**src/rtl/flash_cmd_pkg.sv**
```systemverilog
package flash_cmd_pkg;

    typedef enum logic [1:0] {
        OP_PROG = 2'd0,
        OP_XFER = 2'd1,
        OP_CMP  = 2'd2,
        OP_REWR = 2'd3
    } op_e;

    typedef struct packed {
        logic valid;
        op_e  op;
        logic buf_sel;
    } dec_t;

    function automatic dec_t decode_cmd(input logic [7:0] code);
        dec_t r;
        r = '{valid: 1'b1, op: OP_PROG, buf_sel: 1'b0};
        case (code)
            8'h82: r = '{valid: 1'b1, op: OP_PROG, buf_sel: 1'b0};
            8'h85: r = '{valid: 1'b1, op: OP_PROG, buf_sel: 1'b1};
            8'h53: r = '{valid: 1'b1, op: OP_XFER, buf_sel: 1'b0};
            8'h55: r = '{valid: 1'b1, op: OP_XFER, buf_sel: 1'b1};
            8'h60: r = '{valid: 1'b1, op: OP_CMP,  buf_sel: 1'b0};
            8'h61: r = '{valid: 1'b1, op: OP_CMP,  buf_sel: 1'b1};
            8'h58: r = '{valid: 1'b1, op: OP_REWR, buf_sel: 1'b0};
            8'h59: r = '{valid: 1'b1, op: OP_REWR, buf_sel: 1'b1};
            default: r = '{valid: 1'b0, op: OP_PROG, buf_sel: 1'b0};
        endcase
        return r;
    endfunction

endpackage

```
**src/rtl/flash_sync.sv**
```systemverilog
module flash_sync #(
    parameter int              W       = 3,
    parameter logic [W-1:0]    RST_VAL = '0
) (
    input  logic         clk,
    input  logic         rst_n,
    input  logic [W-1:0] async_in,
    output logic [W-1:0] sync_out
);
    logic [W-1:0] meta_q;
    logic [W-1:0] hold_q;

    always_ff @(posedge clk or negedge rst_n) begin
        if (!rst_n) begin
            meta_q <= RST_VAL;
            hold_q <= RST_VAL;
        end else begin
            meta_q <= async_in;
            hold_q <= meta_q;
        end
    end

    assign sync_out = hold_q;
endmodule

```
**src/rtl/flash_page_buf.sv**
```systemverilog
module flash_page_buf #(
    parameter int DEPTH = 264,
    parameter int AW    = 9,
    parameter int DW    = 8
) (
    input  logic          clk,
    input  logic          rst_n,
    input  logic          we,
    input  logic [AW-1:0] waddr,
    input  logic [DW-1:0] wdata,
    input  logic [AW-1:0] raddr,
    output logic [DW-1:0] rdata
);
    localparam logic [AW-1:0] DEPTH_V = AW'(DEPTH);

    logic [DW-1:0] mem [DEPTH];
    logic [DW-1:0] rdata_q;

    always_ff @(posedge clk) begin
        if (we && (waddr < DEPTH_V)) begin
            mem[waddr] <= wdata;
        end
        if (raddr < DEPTH_V) begin
            rdata_q <= mem[raddr];
        end else begin
            rdata_q <= '0;
        end
    end

    assign rdata = rdata_q;

    // a write never lands beyond the last buffer byte
    p_waddr_range_r6: assert property (@(posedge clk) disable iff (!rst_n)
        we |-> (waddr < DEPTH_V))
        else $error("buffer write address out of range");
endmodule

```
**src/rtl/flash_cmd_parse.sv**
```systemverilog
module flash_cmd_parse
    import flash_cmd_pkg::*;
#(
    parameter int PAGE_BYTES = 264,
    parameter int PAGE_W     = 10,
    parameter int OFS_W      = 9
) (
    input  logic              clk,
    input  logic              rst_n,
    input  logic              sel_n_s,
    input  logic              sclk_s,
    input  logic              din_s,
    input  logic              seq_busy,
    output logic              launch,
    output logic [1:0]        launch_op,
    output logic              launch_buf,
    output logic [PAGE_W-1:0] launch_page,
    output logic [OFS_W-1:0]  launch_ofs,
    output logic              wr_en,
    output logic              wr_buf,
    output logic [OFS_W-1:0]  wr_addr,
    output logic [7:0]        wr_data
);
    localparam int CMD_BITS = 8;
    localparam int HDR_BITS = CMD_BITS + 24;
    localparam int FLD_BITS = PAGE_W + OFS_W;
    localparam int CW       = $clog2(HDR_BITS + 1);
    localparam logic [CW-1:0]    C_CMD_LAST = CW'(CMD_BITS - 1);
    localparam logic [CW-1:0]    C_HDR_LAST = CW'(HDR_BITS - 1);
    localparam logic [CW-1:0]    C_HDR      = CW'(HDR_BITS);
    localparam logic [OFS_W-1:0] DEPTH_V    = OFS_W'(PAGE_BYTES);
    localparam logic [OFS_W-1:0] LAST_V     = OFS_W'(PAGE_BYTES - 1);

    typedef struct packed {
        logic               active;
        logic               sel_prev;
        logic               sclk_prev;
        logic [CW-1:0]      cnt;
        logic [CMD_BITS-2:0] cmd_sr;
        dec_t               dec;
        logic [FLD_BITS-2:0] fld_sr;
        logic [PAGE_W-1:0]  page;
        logic [OFS_W-1:0]   start;
        logic [OFS_W-1:0]   ptr;
        logic [2:0]         bitn;
        logic [6:0]         dat_sr;
        logic               launch;
        logic               wr_en;
        logic [OFS_W-1:0]   wr_addr;
        logic [7:0]         wr_data;
    } st_t;

    st_t st_d, st_q;

    function automatic logic [OFS_W-1:0] fold_ofs(input logic [OFS_W-1:0] o);
        return (o >= DEPTH_V) ? (o - DEPTH_V) : o;
    endfunction

    logic                sel_fall, sel_rise, sclk_rise;
    logic [FLD_BITS-1:0] fld_full;
    logic [OFS_W-1:0]    ofs_fold;

    always_comb begin
        sel_fall  = st_q.sel_prev && !sel_n_s;
        sel_rise  = !st_q.sel_prev && sel_n_s;
        sclk_rise = sclk_s && !st_q.sclk_prev;
        fld_full  = {st_q.fld_sr, din_s};
        ofs_fold  = fold_ofs(fld_full[OFS_W-1:0]);

        st_d           = st_q;
        st_d.sel_prev  = sel_n_s;
        st_d.sclk_prev = sclk_s;
        st_d.launch    = 1'b0;
        st_d.wr_en     = 1'b0;

        if (sel_fall) begin
            st_d.active    = !seq_busy;
            st_d.cnt       = '0;
            st_d.bitn      = '0;
            st_d.dec.valid = 1'b0;
        end else if (sel_rise) begin
            st_d.launch = st_q.active && (st_q.cnt == C_HDR) && st_q.dec.valid;
            st_d.active = 1'b0;
        end else if (!sel_n_s && st_q.active && sclk_rise) begin
            if (st_q.cnt != C_HDR) begin
                st_d.cnt = st_q.cnt + 1'b1;
                if (st_q.cnt < C_CMD_LAST) begin
                    st_d.cmd_sr = {st_q.cmd_sr[CMD_BITS-3:0], din_s};
                end else if (st_q.cnt == C_CMD_LAST) begin
                    st_d.dec = decode_cmd({st_q.cmd_sr, din_s});
                end else begin
                    st_d.fld_sr = {st_q.fld_sr[FLD_BITS-3:0], din_s};
                    if (st_q.cnt == C_HDR_LAST) begin
                        st_d.page  = fld_full[FLD_BITS-1:OFS_W];
                        st_d.start = ofs_fold;
                        st_d.ptr   = ofs_fold;
                    end
                end
            end else if (st_q.dec.valid && (st_q.dec.op == OP_PROG)) begin
                st_d.bitn   = st_q.bitn + 1'b1;
                st_d.dat_sr = {st_q.dat_sr[5:0], din_s};
                if (st_q.bitn == 3'd7) begin
                    st_d.wr_en   = 1'b1;
                    st_d.wr_addr = st_q.ptr;
                    st_d.wr_data = {st_q.dat_sr, din_s};
                    st_d.ptr     = (st_q.ptr == LAST_V) ? '0 : st_q.ptr + 1'b1;
                end
            end
        end
    end

    always_ff @(posedge clk or negedge rst_n) begin
        if (!rst_n) begin
            st_q           <= '0;
            st_q.sel_prev  <= 1'b1;
            st_q.dec.op    <= OP_PROG;
        end else begin
            st_q <= st_d;
        end
    end

    assign launch      = st_q.launch;
    assign launch_op   = st_q.dec.op;
    assign launch_buf  = st_q.dec.buf_sel;
    assign launch_page = st_q.page;
    assign launch_ofs  = (st_q.dec.op == OP_PROG) ? st_q.start : '0;
    assign wr_en       = st_q.wr_en;
    assign wr_buf      = st_q.dec.buf_sel;
    assign wr_addr     = st_q.wr_addr;
    assign wr_data     = st_q.wr_data;

    // launch is a single-cycle pulse
    p_launch_single_r4: assert property (@(posedge clk) disable iff (!rst_n)
        launch |=> !launch) else $error("launch longer than one cycle");

    // launch only follows a rise of the select line
    p_launch_after_rise_r4: assert property (@(posedge clk) disable iff (!rst_n)
        launch |-> st_q.sel_prev) else $error("launch while select low");

    // reported start offset lies inside the buffer
    p_ofs_range_r7: assert property (@(posedge clk) disable iff (!rst_n)
        launch |-> (launch_ofs < DEPTH_V)) else $error("offset not reduced");

    // buffer writes only for a recognised program command
    p_write_prog_only_r12: assert property (@(posedge clk) disable iff (!rst_n)
        wr_en |-> (st_q.dec.valid && (st_q.dec.op == OP_PROG)))
        else $error("write without program command");

    // pointer wraps from the last byte to zero
    p_ptr_wrap_r6: assert property (@(posedge clk) disable iff (!rst_n)
        (wr_en && (wr_addr == LAST_V)) |-> (st_q.ptr == '0))
        else $error("pointer failed to wrap");

    // pointer steps by one after an ordinary write
    p_ptr_step_r5: assert property (@(posedge clk) disable iff (!rst_n)
        (wr_en && (wr_addr != LAST_V)) |-> (st_q.ptr == wr_addr + 1'b1))
        else $error("pointer did not advance");

    // a command begun while busy leaves the receiver inactive
    p_busy_drop_r10: assert property (@(posedge clk) disable iff (!rst_n)
        (st_q.sel_prev && !sel_n_s && seq_busy) |=> !st_q.active)
        else $error("busy command accepted");
endmodule

```
**src/rtl/flash_cmd_rx.sv**
```systemverilog
module flash_cmd_rx #(
    parameter int PAGE_BYTES = 264,
    parameter int PAGE_W     = 10,
    parameter int OFS_W      = 9,
    parameter int NUM_BUF    = 2
) (
    input  logic              clk,
    input  logic              rst_n,
    input  logic              ser_sel_n,
    input  logic              ser_clk,
    input  logic              ser_din,
    input  logic              seq_busy,
    output logic              launch,
    output logic [1:0]        launch_op,
    output logic              launch_buf,
    output logic [PAGE_W-1:0] launch_page,
    output logic [OFS_W-1:0]  launch_ofs,
    input  logic              rd_buf,
    input  logic [OFS_W-1:0]  rd_addr,
    output logic [7:0]        rd_data
);
    logic [2:0]       pins_s;
    logic             wr_en;
    logic             wr_buf;
    logic [OFS_W-1:0] wr_addr;
    logic [7:0]       wr_data;
    logic             rd_buf_q;
    logic [7:0]       buf_rdata [NUM_BUF];

    flash_sync #(.W(3), .RST_VAL(3'b100)) i_sync (
        .clk      (clk),
        .rst_n    (rst_n),
        .async_in ({ser_sel_n, ser_clk, ser_din}),
        .sync_out (pins_s)
    );

    flash_cmd_parse #(
        .PAGE_BYTES (PAGE_BYTES),
        .PAGE_W     (PAGE_W),
        .OFS_W      (OFS_W)
    ) i_parse (
        .clk         (clk),
        .rst_n       (rst_n),
        .sel_n_s     (pins_s[2]),
        .sclk_s      (pins_s[1]),
        .din_s       (pins_s[0]),
        .seq_busy    (seq_busy),
        .launch      (launch),
        .launch_op   (launch_op),
        .launch_buf  (launch_buf),
        .launch_page (launch_page),
        .launch_ofs  (launch_ofs),
        .wr_en       (wr_en),
        .wr_buf      (wr_buf),
        .wr_addr     (wr_addr),
        .wr_data     (wr_data)
    );

    for (genvar g = 0; g < NUM_BUF; g++) begin : g_buf
        flash_page_buf #(.DEPTH(PAGE_BYTES), .AW(OFS_W), .DW(8)) i_buf (
            .clk   (clk),
            .rst_n (rst_n),
            .we    (wr_en && (wr_buf == 1'(g))),
            .waddr (wr_addr),
            .wdata (wr_data),
            .raddr (rd_addr),
            .rdata (buf_rdata[g])
        );
    end

    always_ff @(posedge clk or negedge rst_n) begin
        if (!rst_n) rd_buf_q <= 1'b0;
        else        rd_buf_q <= rd_buf;
    end

    assign rd_data = buf_rdata[rd_buf_q];
endmodule

```
**config.mk**
```make
export PLATFORM = sky130hd
export DESIGN_NAME = flash_cmd_rx
export DESIGN_NICKNAME = d
export VERILOG_FILES = /design/src/rtl/flash_cmd_pkg.sv /design/src/rtl/flash_sync.sv /design/src/rtl/flash_page_buf.sv /design/src/rtl/flash_cmd_parse.sv /design/src/rtl/flash_cmd_rx.sv
export SDC_FILE = /design/constraint.sdc
export NUM_CORES = 2
export LEC_CHECK = 0
export BUFFER_PORTS_ARGS = -buffer_cell sky130_fd_sc_hd__buf_2
export CORE_AREA = 2 2 720 793
export DETAILED_ROUTE_END_ITERATION = 10
export DIE_AREA = 0 0 722 795
export SYNTH_ARGS = -nofsm -noshare
export SYNTH_HDL_FRONTEND = slang
export SYNTH_MEMORY_MAX_BITS = 65536
export SYNTH_SLANG_ARGS = --single-unit
```
**constraint.sdc**
```tcl
create_clock -name clk -period 9.9 [get_ports clk]
set_clock_uncertainty 0.15 [all_clocks]
set_input_delay 1.485 -clock clk [delete_from_list [all_inputs] [get_ports clk]]
set_output_delay 1.485 -clock clk [all_outputs]
set_load 0.005 [all_outputs]
```
# Yosys cells after proc, flatten, opt, wreduce, memory -nomap -nowiden
# Memories as Yosys holds them, arrays and structs flattened. A register that Yosys moved wholly into a read port is not among the register bits.
# Index checks and enable logic that the tools add are counted.
word_totals:
  wordCells: 130
  out_inout_bits: 31
  inputBits: 16
  memories: 2
  regBits: 102
  ram_bits: 4224
memory_table:
  columns: ["name", "words", "word_bits", "read_ports", "rd_ports_with_merged_regs", "wr", "line_no", "rtl"]
  rows:
  - ["g_buf[0].i_buf.mem", 264, 8, 1, 1, 1, "flash_page_buf.sv:16", "logic [DW-1:0] mem [DEPTH];"]
  - ["g_buf[1].i_buf.mem", 264, 8, 1, 1, 1, "flash_page_buf.sv:16", null]
classes:
  add_sub_neg: 4
  n_reduce_logical: 36
  mux: 35
  eq_ne: 20
  n_lt_le_gt_ge: 5
  bitwise_logic: 7
op_table:
  columns: ["cell", "n"]
  rows:
  - ["$mux 73", 2]
  - ["$mux 18", 5]
  - ["$mux 54", 1]
  - ["$mux 50", 1]
  - ["$eq 8x7->1 const B", 6]
  - ["$mux 46", 1]
  - ["$mux 9", 5]
  - ["$mux 19", 2]
  - ["$pmux 4 s8", 1]
  - ["$mux 28", 1]
  - ["$mux 8", 3]
  - ["$lt 9x9->1 const B", 2]
  - ["$reduce_and 6->1", 3]
  - ["$eq 8x8->1 const B", 2]
  - ["$reduce_and 5->1", 3]
  - ["$reduce_bool 2->1", 7]
  - ["$logic_and 1x1->1", 12]
  - ["$mux 10", 1]
  - ["$add 9x1->9 const B", 1]
  - ["$eq 9x9->1 const B", 1]
  - ["$ge 9x9->1 const B", 1]
  - ["$sub 9x9->9 const B", 1]
  - ["$mux 1", 8]
  - ["$reduce_and 8->1", 1]
  - ["22 further kinds", 36]

# Longest topological paths before layout
logic_depth:
  word_depth: 9
  ltp_mapped: 14
  mapped_depth_nobuf: 9

# By module
# A second synthesis with hierarchy kept.
hier_totals:
  hier_cells: 7978
  area_unflattened_um2: 169670.2
modules_own_cells:
  columns: ["mod", "seq_area_each_um2", "area_each_um2", "cells_each", "instances"]
  rows:
  - ["flash_page_buf", 63581.0, 82282.7, 3777, 2]
  - ["flash_cmd_parse", 2378.5, 4783.3, 406, 1]
  - ["flash_cmd_rx", 25.0, 168.9, 12, 1]
  - ["flash_sync", 152.6, 152.6, 6, 1]

# Least setup slack after synthesis
# Ideal clock, no wire load.
synth_path:
  kind: "flip-flop to flip-flop"
  startpoint: "register i_parse.st_q, in the netlist i_parse.wr_data[0]"
  endpoint: "memory g_buf[0].i_buf.mem[0][0], data pin"
  path_buffers: 0
  path_slack_ps: 2068
  path_stages_with_launch: 1
  t_arrival_ps: 6241
  setup_ps: 1441
  period_less_slack_ps: 7832
  path_cell_list: "dfrtp_1"
synth_rtl:
  columns: ["item", "line_no", "rtl"]
  rows:
  - ["start: declaration", "flash_cmd_parse.sv:53", "st_t st_d, st_q;"]
  - ["start signal: assignment", "flash_cmd_parse.sv:118", "st_q <= st_d;"]
  - ["end: declaration", "flash_page_buf.sv:16", null]
# Straight into the memory's write port.

# Final worst setup path
layout_path:
  startpoint: "input rd_addr[0]"
  endpoint: "register g_buf[1].i_buf.rdata_q[6] (read register of g_buf[1].i_buf.mem)"
layout_via:
  elab_chain_len: 2
layout_lines:
  columns: ["item", "line_no", "rtl"]
  rows:
  - ["start: declaration", "flash_cmd_rx.sv:19", "input logic [OFS_W-1:0] rd_addr,"]
  - ["$lt 9x9->1", "flash_page_buf.sv:23", "if (raddr < DEPTH_V) begin"]
  - ["$logic_not 1->1 (no source line)", null, null]
  - ["end: declaration", "flash_page_buf.sv:17", "logic [DW-1:0] rdata_q;"]
# Parallel ways exist; a longest one is shown, timed or not.
# A chain may end at the register's enable or synchronous reset.

==> summary.md <==
| Metric | Value |
|---|---|
| Worst hold slack | 0.204 ns |
| CP Data Required Time | 10.57 ns |
| Routed length per placed instance | 30.9 um |
| Commonest non-fill, non-tap cell in the layout | edfxtp_1 |
| Synth Flop Type | edfxtp_1 |
| Mapped Nets | 7929 |
| Post-Syn Instances | 7905 |
| Sum Neg Setup Slack | 0 ns |
| Layout cell share with drive strength beyond 1 | 24.3% |
| Tcrit/Tclk final | 53.9% |
| Placed cell areas | 178000 um^2 |
| Area leader, netlist | edfxtp_1 |
| Critical Path Sink Type | register |
| Worst slew margin | 0.572% |
| Clk slew on worst S/H paths | 0.06 ns |
| Fin. max-slew vios | 0 |
| Crit path cell chain | buf_12, buf_12, buf_12, mux2_2, o21ai_0, a21oi_1, a32oi_1, a31oi_1, a2111oi_0, a2111oi_1 |
| Pwr/cell area | 192 nW/um^2 |
| Die W | 722 um |
| Cell area after synthesis | 169000 um^2 |
| Post-DP HPWL | 302000 um |
| First-pass GRT wire length | 681000 um |
| Ys Warns | 0 |
| Grt ovf | 0 |
| Final nets | 8102 |
| Buf/Inv on CP | 3 |
| Seq/Total Area, Yosys | 76.6% |
| Number of global-route vias before repair | 84767 |
| Fmax achieved | 0.187 GHz |
| Reg2reg path depth | 7 |
| DR vias | 84751 |
| Final Power | 36.8 mW |
| Number of synthesized flops with an enable pin | 4224 |
| Worst slew pin tran | 1.49 ns |
| Most frequent CP cell | buf_12 |
| Critical path's slowest cell | a2111oi_0 |
| Post-CTS Setup Inserts | 0 |
| Endpoints failing hold | 0 |
| Min Tclk post-route | 5.34 ns |
| Largest stage delay on the critical path | 1.03 ns |
| Max_cap viols | 1 |
| Gr usage total | 16.6% |
| Synth async-reset ratio | 2.35% |
| Endpoints failing setup | 0 |
| Status | complete, but fails checks |
| Yosys top cell area share | 74.9% |
| Crit Path Max Fanout | 65 |
| IO Port Bufs | 46 |
| Critical Path Stages | 10 |
| Worst min-delay path startpoint | i_sync.meta_q[1] |
| CP delay by family, top | compound AO/OA/AOI/OAI gates |
| Critical path type | primary input to register |
| CP Data Arrival Time | 6.00 ns |
| CTS root buf | clkbuf_16 |
| CP Launch Type | primary input |
| Worst skew pair latency | 1.05 ns |
| Largest net degree at the start of global routing | 200 |
| RSZ-0062 raised after global routing | false |
| Average cell area after synthesis | 21.4 um^2 |
| Post-route DRC | 0 |
| CTS tree | yes |
| Core Region | 566000 um^2 |
| Failing checks | max-capacitance violations |
| Yosys reg bits | 4342 |
| Post-CTS Resized | 0 |
| Effective utilization at floorplan | 29.9% |
| Site row count | 290 |
| Peak supply drop | 0.152 mV |
| Setup ws final | 4.56 ns |
| DIE AREA | 574000 um^2 |
| Commonest cells after routing, fill and taps aside | 4224 x edfxtp_1, 1055 x mux4_2, 616 x nor2_1, 423 x clkbuf_16, 244 x mux2i_1 |
| Routed wire length | 491000 um |
| CTS Buf Count | 420 |
| H-tree levels | 5 |
| DR pass1 iterations | 6 |
| Die Span Y | 795 um |
| Hold path depth | 0 |
| Clock sinks | 4342 |
| Static Leak | 47.8 nW |
| Setup slack after placement | 3.55 ns |
| Worst Hold Class | register to register |
| Cell area after layout | 191000 um^2 |
| Initial antenna violation count | 25 |
| Worst r2r src | i_parse.wr_addr[4] |
| Layout overhead on the synthesized area | 13.0% |
| First-iteration detailed-routing DRC count | 12175 |
| DR vias/cell | 5.33 |
| Synth cell types | 85 |
| Synth top area cells | edfxtp_1 75%, mux4_2 14%, dfrtp_1 1.5% |
| RePlAce Congestion | 0.850 |
| Hold Buf Count CTS | 0 |
| Post-route ant nets | 0 |
| Worst setup path startpoint | rd_addr[0] |
| IO Count | 47 |
| Clock Path Buffers | 4 |
## per-stage QoR
step | utilization, % | std cells
after floorplan | - | 7905
after global placement | 31.4 | 15102
after detailed placement | 31.4 | 15102
after CTS | 33.8 | 15869
after global routing | 33.8 | 15870
final | 33.8 | 15886
## worst paths after layout
path | to | slack (ns)
setup / recovery | g_buf[1].i_buf.rdata[6] | 4.56
hold / removal | i_sync.sync_out[1] | 0.20
setup reg to reg | g_buf[0].i_buf.mem[112][6] | 4.78
hold reg to reg | i_sync.sync_out[1] | 0.20
max in group asynchronous | i_parse.wr_data[4] | 7.88
min in group asynchronous | rd_buf_q | 0.24
## report_power, final
group	internal, mW	total, mW	switching, mW	leakage (nW)
Combinational	0.313	1.02	0.707	10.6
Clock	8.86	15.9	7.04	6.59
Sequential	19.9	19.9	0.0183	30.6
Total	29.0	36.8	7.77	47.8
## layout make-up
| class | count | area (um^2) |
|---|---|---|
| Antenna cell | 17 | 42.5 |
| Tap cell | 7446 | 9320 |
| Clock buffer | 507 | 11000 |
| Sequential cell | 4342 | 130000 |
| Fill cell | 52397 | 375000 |
| Multi-Input combinational cell | 3052 | 36600 |
| Timing Repair Buffer | 242 | 2080 |
| Clock inverter | 260 | 2580 |
| Inverter | 20 | 87.6 |
## logic make-up (layout without fill, tap and decap cells)
family | after synthesis | count (layout) | share of synthesized area (%)
flops | 4342 | 4342 | 76.6
mux | 1409 | 1409 | 16.4
simple gates | 1072 | 1072 | 2.71
compound gates | 555 | 555 | 2.29
buf+inv | 511 | 1029 | 1.90
fa+ha+maj | 8 | 8 | 0.0591
xor+xnor | 8 | 8 | 0.0414
other cells | 0 | 17 | 0
## Yosys cell counts (all sizes together) (22+ instances only)
master and instances:
a21oi 83, a221oi 40, a22oi 105, buf 296, clkbuf 195, dfrtp 99
edfxtp 4224, mux2 90, mux2i 244, mux4 1075, nand2 179, nand3 75
nor2 627, nor2b 40, nor3 43, o211ai 22, o21ai 82, o221ai 30
o22ai 63
## sequential cells by signal (all words and copies together), names as in the netlist
name	flops
i_parse.fld_full	18
i_parse.launch_page	10
i_parse.wr_en	1
i_sync.sync_out	3
g_buf.i_buf.rdata	16
rd_buf_q	1
i_parse.launch	1
g_buf.i_buf.mem	4224
i_parse.st_q	45
i_parse.launch_op	2
i_parse.launch_buf	1
i_parse.wr_data	8
i_sync.meta_q	3
i_parse.wr_addr	9
## metal layers
| layer | wire length [um] | vias up | track usage (%) |
|---|---|---|---|
| met5 | 90 | - | 0 |
| met4 | 24600 | 14 | 7.51 |
| met3 | 46900 | 1006 | 3.61 |
| met2 | 235000 | 4716 | 26.9 |
| met1 | 185000 | 45666 | 21.4 |
| li1 | - | 33349 | - |
Power figures use the tool's default switching activity.
